`config.mk`:
```
export PLATFORM = sky130hd
export DESIGN_NAME = brfa_addresser
export DESIGN_NICKNAME = d
export VERILOG_FILES = /design/src/rtl/brfa_pkg.sv /design/src/rtl/brfa_addr_mux.sv /design/src/rtl/brfa_region_decode.sv /design/src/rtl/brfa_ptr_reg.sv /design/src/rtl/brfa_addresser.sv
export SDC_FILE = /design/constraint.sdc
export NUM_CORES = 1
export LEC_CHECK = 0
export ABC_AREA = 1
export BUFFER_PORTS_ARGS = -buffer_cell sky130_fd_sc_hd__buf_2
export CELL_PAD_IN_SITES_DETAIL_PLACEMENT = 0
export CELL_PAD_IN_SITES_GLOBAL_PLACEMENT = 2
export CORE_ASPECT_RATIO = 1.2
export CORE_MARGIN = 2
export CORE_UTILIZATION = 21
export DETAILED_ROUTE_END_ITERATION = 12
export PLACE_DENSITY_LB_ADDON = 0.1
export RECOVER_POWER = 50
export SLEW_MARGIN = 15
export SYNTH_ARGS = -nofsm -noshare
export SYNTH_HDL_FRONTEND = slang
export SYNTH_HIERARCHICAL = 1
export SYNTH_SLANG_ARGS = --single-unit
```
`constraint.sdc`:
```
create_clock -name clk -period 7.35 [get_ports clk]
set_input_delay 2.205 -clock clk [delete_from_list [all_inputs] [get_ports clk]]
set_output_delay 2.205 -clock clk [all_outputs]
set_load 0.05 [all_outputs]
```
`src/rtl/brfa_pkg.sv`:
```
// Shared constants, access classes and the mirrored-offset helper for the
// banked register file addresser. Assumes a 7-bit offset and 8-bit data.
package brfa_pkg;
    localparam int OFF_W  = 7;
    localparam int DATA_W = 8;

    // How a resolved logical address is served
    typedef enum logic [1:0] {
        CLS_NONE = 2'd0,   // unimplemented: read zero, drop writes
        CLS_BACK = 2'd1,   // served by the backing array
        CLS_PTR  = 2'd2,   // served by the internal pointer register
        CLS_SELF = 2'd3    // indirect location pointing at itself
    } acc_class_e;

    localparam logic [OFF_W-1:0] OFF_IND  = 7'h00;
    localparam logic [OFF_W-1:0] OFF_TMR  = 7'h01;
    localparam logic [OFF_W-1:0] OFF_PCL  = 7'h02;
    localparam logic [OFF_W-1:0] OFF_STAT = 7'h03;
    localparam logic [OFF_W-1:0] OFF_PTR  = 7'h04;
    localparam logic [OFF_W-1:0] OFF_PRTA = 7'h05;
    localparam logic [OFF_W-1:0] OFF_PRTB = 7'h06;
    localparam logic [OFF_W-1:0] OFF_ICTL = 7'h0B;
    localparam logic [OFF_W-1:0] OFF_GPR0 = 7'h0C;

    // True for offsets that resolve to bank 0 whatever the bank bit
    function automatic logic is_mirrored(input logic [OFF_W-1:0] off);
        return (off == OFF_IND) || (off == OFF_PCL) || (off == OFF_STAT) ||
               (off == OFF_PTR) || (off == OFF_ICTL);
    endfunction
endpackage

```
`src/rtl/brfa_addr_mux.sv`:
```
// Forms the logical address of an access. A direct access joins the bank bit
// with the instruction offset; offset 00h redirects through the pointer.
// Assumes the pointer is one bit wider than the offset.
module brfa_addr_mux #(
    parameter int OFF_W = brfa_pkg::OFF_W,
    localparam int LA_W = OFF_W + 1
) (
    input  logic [OFF_W-1:0] field_i,
    input  logic             bank_i,
    input  logic [LA_W-1:0]  ptr_i,
    output logic [LA_W-1:0]  la_o,
    output logic             ind_o
);
    // Select between pointer and bank/offset concatenation
    always_comb begin
        ind_o = (field_i == '0);
        la_o  = ind_o ? ptr_i : {bank_i, field_i};
    end
endmodule

```
`src/rtl/brfa_region_decode.sv`:
```
// Classifies a logical address and folds mirrored offsets onto bank 0.
// Assumes general-purpose bytes exist in bank 0 only, from 0Ch to GPR_LAST.
module brfa_region_decode
    import brfa_pkg::*;
#(
    parameter int                OFF_W    = brfa_pkg::OFF_W,
    parameter logic [OFF_W-1:0]  GPR_LAST = 7'h2F,
    localparam int               LA_W     = OFF_W + 1
) (
    input  logic [LA_W-1:0] la_i,
    output acc_class_e      cls_o,
    output logic [LA_W-1:0] phys_o
);
    logic [OFF_W-1:0] off;
    logic             bnk;

    assign off = la_i[OFF_W-1:0];
    assign bnk = la_i[LA_W-1];

    // Decide the serving class and physical address of the location
    always_comb begin
        cls_o  = CLS_NONE;
        phys_o = la_i;
        if (is_mirrored(off)) begin
            phys_o = {1'b0, off};
            if (off == OFF_IND)      cls_o = CLS_SELF;
            else if (off == OFF_PTR) cls_o = CLS_PTR;
            else                     cls_o = CLS_BACK;
        end else if (off == OFF_TMR || off == OFF_PRTA || off == OFF_PRTB) begin
            cls_o = CLS_BACK;
        end else if (!bnk && off >= OFF_GPR0 && off <= GPR_LAST) begin
            cls_o = CLS_BACK;
        end
    end
endmodule

```
`src/rtl/brfa_ptr_reg.sv`:
```
// Holds the 8-bit indirect pointer. Loads on a write enable, clears on a
// synchronous active-low reset. Assumes one write per cycle at most.
module brfa_ptr_reg #(
    parameter int W = brfa_pkg::DATA_W
) (
    input  logic         clk,
    input  logic         rst_n,
    input  logic         wr_en_i,
    input  logic [W-1:0] wdata_i,
    output logic [W-1:0] ptr_o
);
    // Pointer storage
    always_ff @(posedge clk) begin
        if (!rst_n)       ptr_o <= '0;
        else if (wr_en_i) ptr_o <= wdata_i;
    end

    AST_PTR_LOAD: assert property (@(posedge clk) disable iff (!rst_n)
        wr_en_i |=> ptr_o == $past(wdata_i));
    AST_PTR_HOLD: assert property (@(posedge clk) disable iff (!rst_n)
        !wr_en_i |=> $stable(ptr_o));
    AST_PTR_RESET: assert property (@(posedge clk)
        !rst_n |=> ptr_o == '0);
endmodule

```
`src/rtl/brfa_addresser.sv`:
```
// Top of the banked register file addresser. Resolves direct and indirect
// accesses, routes pointer accesses internally, gates strobes for
// unimplemented or self-referencing locations and returns read data.
// Assumes rd_i and wr_i are not both set and the backing array reads
// combinationally.
module brfa_addresser
    import brfa_pkg::*;
#(
    parameter int               OFF_W    = brfa_pkg::OFF_W,
    parameter logic [OFF_W-1:0] GPR_LAST = 7'h2F,
    localparam int              LA_W     = OFF_W + 1
) (
    input  logic             clk,
    input  logic             rst_n,
    input  logic [OFF_W-1:0] op_field_i,
    input  logic             bank_sel_i,
    input  logic             rd_i,
    input  logic             wr_i,
    input  logic [LA_W-1:0]  wdata_i,
    output logic [LA_W-1:0]  rdata_o,
    output logic [LA_W-1:0]  mem_addr_o,
    output logic             mem_rd_o,
    output logic             mem_wr_o,
    output logic [LA_W-1:0]  mem_wdata_o,
    input  logic [LA_W-1:0]  mem_rdata_i
);
    logic [LA_W-1:0] ptr_q;
    logic [LA_W-1:0] la;
    logic            ind;
    acc_class_e      cls;
    logic [LA_W-1:0] phys;
    logic            ptr_wr;

    brfa_addr_mux #(.OFF_W(OFF_W)) u_mux (
        .field_i (op_field_i),
        .bank_i  (bank_sel_i),
        .ptr_i   (ptr_q),
        .la_o    (la),
        .ind_o   (ind)
    );

    brfa_region_decode #(.OFF_W(OFF_W), .GPR_LAST(GPR_LAST)) u_dec (
        .la_i   (la),
        .cls_o  (cls),
        .phys_o (phys)
    );

    brfa_ptr_reg #(.W(LA_W)) u_ptr (
        .clk     (clk),
        .rst_n   (rst_n),
        .wr_en_i (ptr_wr),
        .wdata_i (wdata_i),
        .ptr_o   (ptr_q)
    );

    // Gate strobes by class and route write data
    always_comb begin
        mem_addr_o  = phys;
        mem_wdata_o = wdata_i;
        mem_rd_o    = rd_i && (cls == CLS_BACK);
        mem_wr_o    = wr_i && (cls == CLS_BACK);
        ptr_wr      = wr_i && (cls == CLS_PTR);
    end

    // Select read data for the CPU
    always_comb begin
        rdata_o = '0;
        if (rd_i) begin
            unique case (cls)
                CLS_BACK: rdata_o = mem_rdata_i;
                CLS_PTR:  rdata_o = ptr_q;
                default:  rdata_o = '0;
            endcase
        end
    end

    AST_DIRECT_ADDR: assert property (@(posedge clk) disable iff (!rst_n)
        (mem_rd_o || mem_wr_o) && op_field_i != '0 && !is_mirrored(op_field_i)
        |-> mem_addr_o == {bank_sel_i, op_field_i});
    AST_MIRROR_BANK0: assert property (@(posedge clk) disable iff (!rst_n)
        (mem_rd_o || mem_wr_o) && is_mirrored(mem_addr_o[OFF_W-1:0])
        |-> !mem_addr_o[LA_W-1]);
    AST_INDIRECT_ADDR: assert property (@(posedge clk) disable iff (!rst_n)
        (mem_rd_o || mem_wr_o) && op_field_i == '0 && !is_mirrored(ptr_q[OFF_W-1:0])
        |-> mem_addr_o == ptr_q);
    AST_NO_SELF_STROBE: assert property (@(posedge clk) disable iff (!rst_n)
        (mem_rd_o || mem_wr_o) |-> mem_addr_o[OFF_W-1:0] != OFF_IND
                                   && mem_addr_o[OFF_W-1:0] != OFF_PTR);
    AST_IDLE_QUIET: assert property (@(posedge clk) disable iff (!rst_n)
        !rd_i && !wr_i |-> !mem_rd_o && !mem_wr_o && rdata_o == '0);
endmodule

```
==> impl_metrics.ini <==
[routing]
first_iter_violations = 32
vias = 991
vias_per_cell = 3.80
wl_um = 2430
ant_nets = 0
dr.pass1.iters = 4
wl_per_cell_um = 9.30
drc = 0

[power_and_ir_drop]
ir_worst_vdd_v = 0.0000614
power.leakage_nw = 0.651
p_int_mw = 0.0929
comb_power_share = 0.354
seqPwrFrac = 0.301
swShare = 0.367
power_switching_mw = 0.0538
clock_power_share = 0.345
p_per_area_nw_per_um2 = 130

[cts]
insertion_delay_ns = 0.22
cts-resized-gates = 0
cts.sinks = 8
cts-root-buf = clkbuf_8
htreeDepth = 1
clk_pin_slew_ns = 0.04
numCtsBuffers = 3
hold_buffers = 0
clk_path_buf_depth = 2
cts_setup_buffers = 0
cts_tree = yes

[worst_setup_path]
arrival_ns = 4.35
cp_cell_sequence = buf_2, nor2_1, nand2_1, nor2_8, nand2_1, nand2_1, nand2_1, o21ai_0, nand3_1, nand3_1, inv_1, ha_1, inv_1, nand2_1, a21oi_1, buf_2
critPathKind = input pin to output pin
crit_cells = 16
required_ns = 5.14
crit_fanout = 8
critPathBufInv = 4
critPathCaptureType = output pin
slowest_stage = ha_1
regToRegSetupSlack_ns = 5.13
start_kind = input pin
reg2reg_depth = 13
cp_slowest_stage_delay_ns = 0.28
crit_family = simple AND/OR/NAND/NOR gates
path_common_cell = nand2_1

[sta]
max_freq_mhz = 153
fin_tns_setup_ns = 0
relSlewSlack = 0.606
layout_min_cycle_time_ns = 6.55
rsz0062_at_grt = false
skew_ns = 0.000790
fin_crit_sh = 0.892
finalHoldViolations = 0
drv_slew = 0
setup_viol = 0
tightest_slew_ns = 0.594

[finish]
drive_gt1_frac = 0.268
num_antenna_cells = 0
fin_nets = 237
area_delta_synth_final_pct = 20.0
most-common-layout-cells = nand2_1, buf_2, inv_1
final_area_um2 = 1120
largest_reg_flops = 8
final_common_cell = nand2_1
largest_registers = u_ptr/ptr_o: 8 flops
top_register = u_ptr/ptr_o
n_fill_cell = 553

[worst_hold_path]
hold_class = register to register
whs_path_depth = 2

[die]
ios = 54
rows = 26
core_region_area_um2 = 4260
dieArea_um2 = 5020
fp.dieW_um = 65.0
initial_core_util = 0.220
die_y_um = 77.2

[global_routing]
grt_pass1_wl_um = 4030
grt_util_all_layers = 0.0995
antenna_found_initial = 0
grt_remaining_overflow = 0
grt_pass1_vias = 937
grt_start_max_net_pins = 17

[placement]
io_buffers = 53
hpwl_um = 2150
placed_area_um2 = 1100
gp_congestion = 0.708

[synthesis]
synth.distinct_cells = 16
yosys.area.top_type = nand2_1
synthCells = 169
yosys_warnings = 6
yosysTopAreaCellShare = 0.252
synth_area_leaders = nand2_1, dfxtp_1, buf_4
syn_avg_cell_area_um2 = 5.55
synth_area_um2 = 937
synth_fp_nets = 199
synth_seq_cells = 8
yosysSeqAreaShare = 0.171

[run]
maxCapViolCount = 0

[run_status]
status = completed
[power groups by stage]
stage	clock [mW]	sequential [mW]	combinational (mW)
2_1_floorplan	0	0.0448	0.0446
3_3_place_gp	0	0.0448	0.0536
3_5_place_dp	0	0.0449	0.0535
4_1_cts	0.0529	0.0442	0.0536
5_1_grt	0.0549	0.0442	0.0572
6_report	0.0506	0.0442	0.0518
[stage by stage]
step | power, mW | hold slack [ns] | util | setup WS, ns | std cells
final | 0.147 | 0.490 | 0.264 | 0.796 | 261
after global routing | 0.156 | 0.508 | 0.264 | 0.399 | 261
after CTS | 0.151 | 0.501 | 0.268 | 0.794 | 261
after detailed placement | 0.0984 | 0.496 | 0.258 | 0.800 | 258
after global placement | 0.0985 | 0.493 | 0.258 | 0.806 | 258
after floorplan | 0.0894 | 0.463 | - | 0.808 | 169
[routing by layer]
metal,wire length (um),global-route usage
met5,0,0
met4,0,0.0255
met3,124,0.0161
met2,1340,0.194
met1,966,0.107
[worst min-delay path, delay by kind of cell (launching register included)]
family,cells,cell delay [ns]
flops,1,0.32
simple gates,2,0.13
[kinds of logic (layout without fill, tap and decap cells)]
logic type,Yosys count,count (layout),share of synthesized area
and+or+nand+nor,99,99,0.443
buffers and inverters,49,85,0.300
AOI/OAI and AO/OA,11,11,0.0587
DFF,8,8,0.171
adders and majority gates,2,2,0.0267
[cell type report]
| class | instances | area [um2] | area share |
|---|---|---|---|
| sequential | 8 | 160 | 0.142 |
| inverter | 29 | 109 | 0.0968 |
| tap | 56 | 70.1 | 0.0623 |
| timing repair buffer | 53 | 254 | 0.226 |
| clock buffer | 3 | 41.3 | 0.0367 |
| multi-input combinational | 112 | 490 | 0.436 |
[cells in the mapped netlist]
master / instances
inv_2: 2
nor2_1: 23
buf_6: 2
dfxtp_1: 8
nand2_1: 63
ha_1: 2
nand3_1: 5
a21oi_1: 9
nor2_2: 2
nand2_2: 4
buf_8: 2
o21ai_0: 2
inv_1: 27
nor2_8: 1
buf_4: 16
nor3_2: 1
[worst paths after layout]
check,start,endpoint
worst max register to register,u_ptr/ptr_o[4]$_SDFFE_PN0P_,u_ptr/ptr_o[5]$_SDFFE_PN0P_
worst max-delay path,op_field_i[4],rdata_o[1]
worst min register to register,u_ptr/ptr_o[2]$_SDFFE_PN0P_,u_ptr/ptr_o[2]$_SDFFE_PN0P_
worst min-delay path,u_ptr/ptr_o[2]$_SDFFE_PN0P_,u_ptr/ptr_o[2]$_SDFFE_PN0P_
No activity file was read; power rests on OpenSTA's default activity.
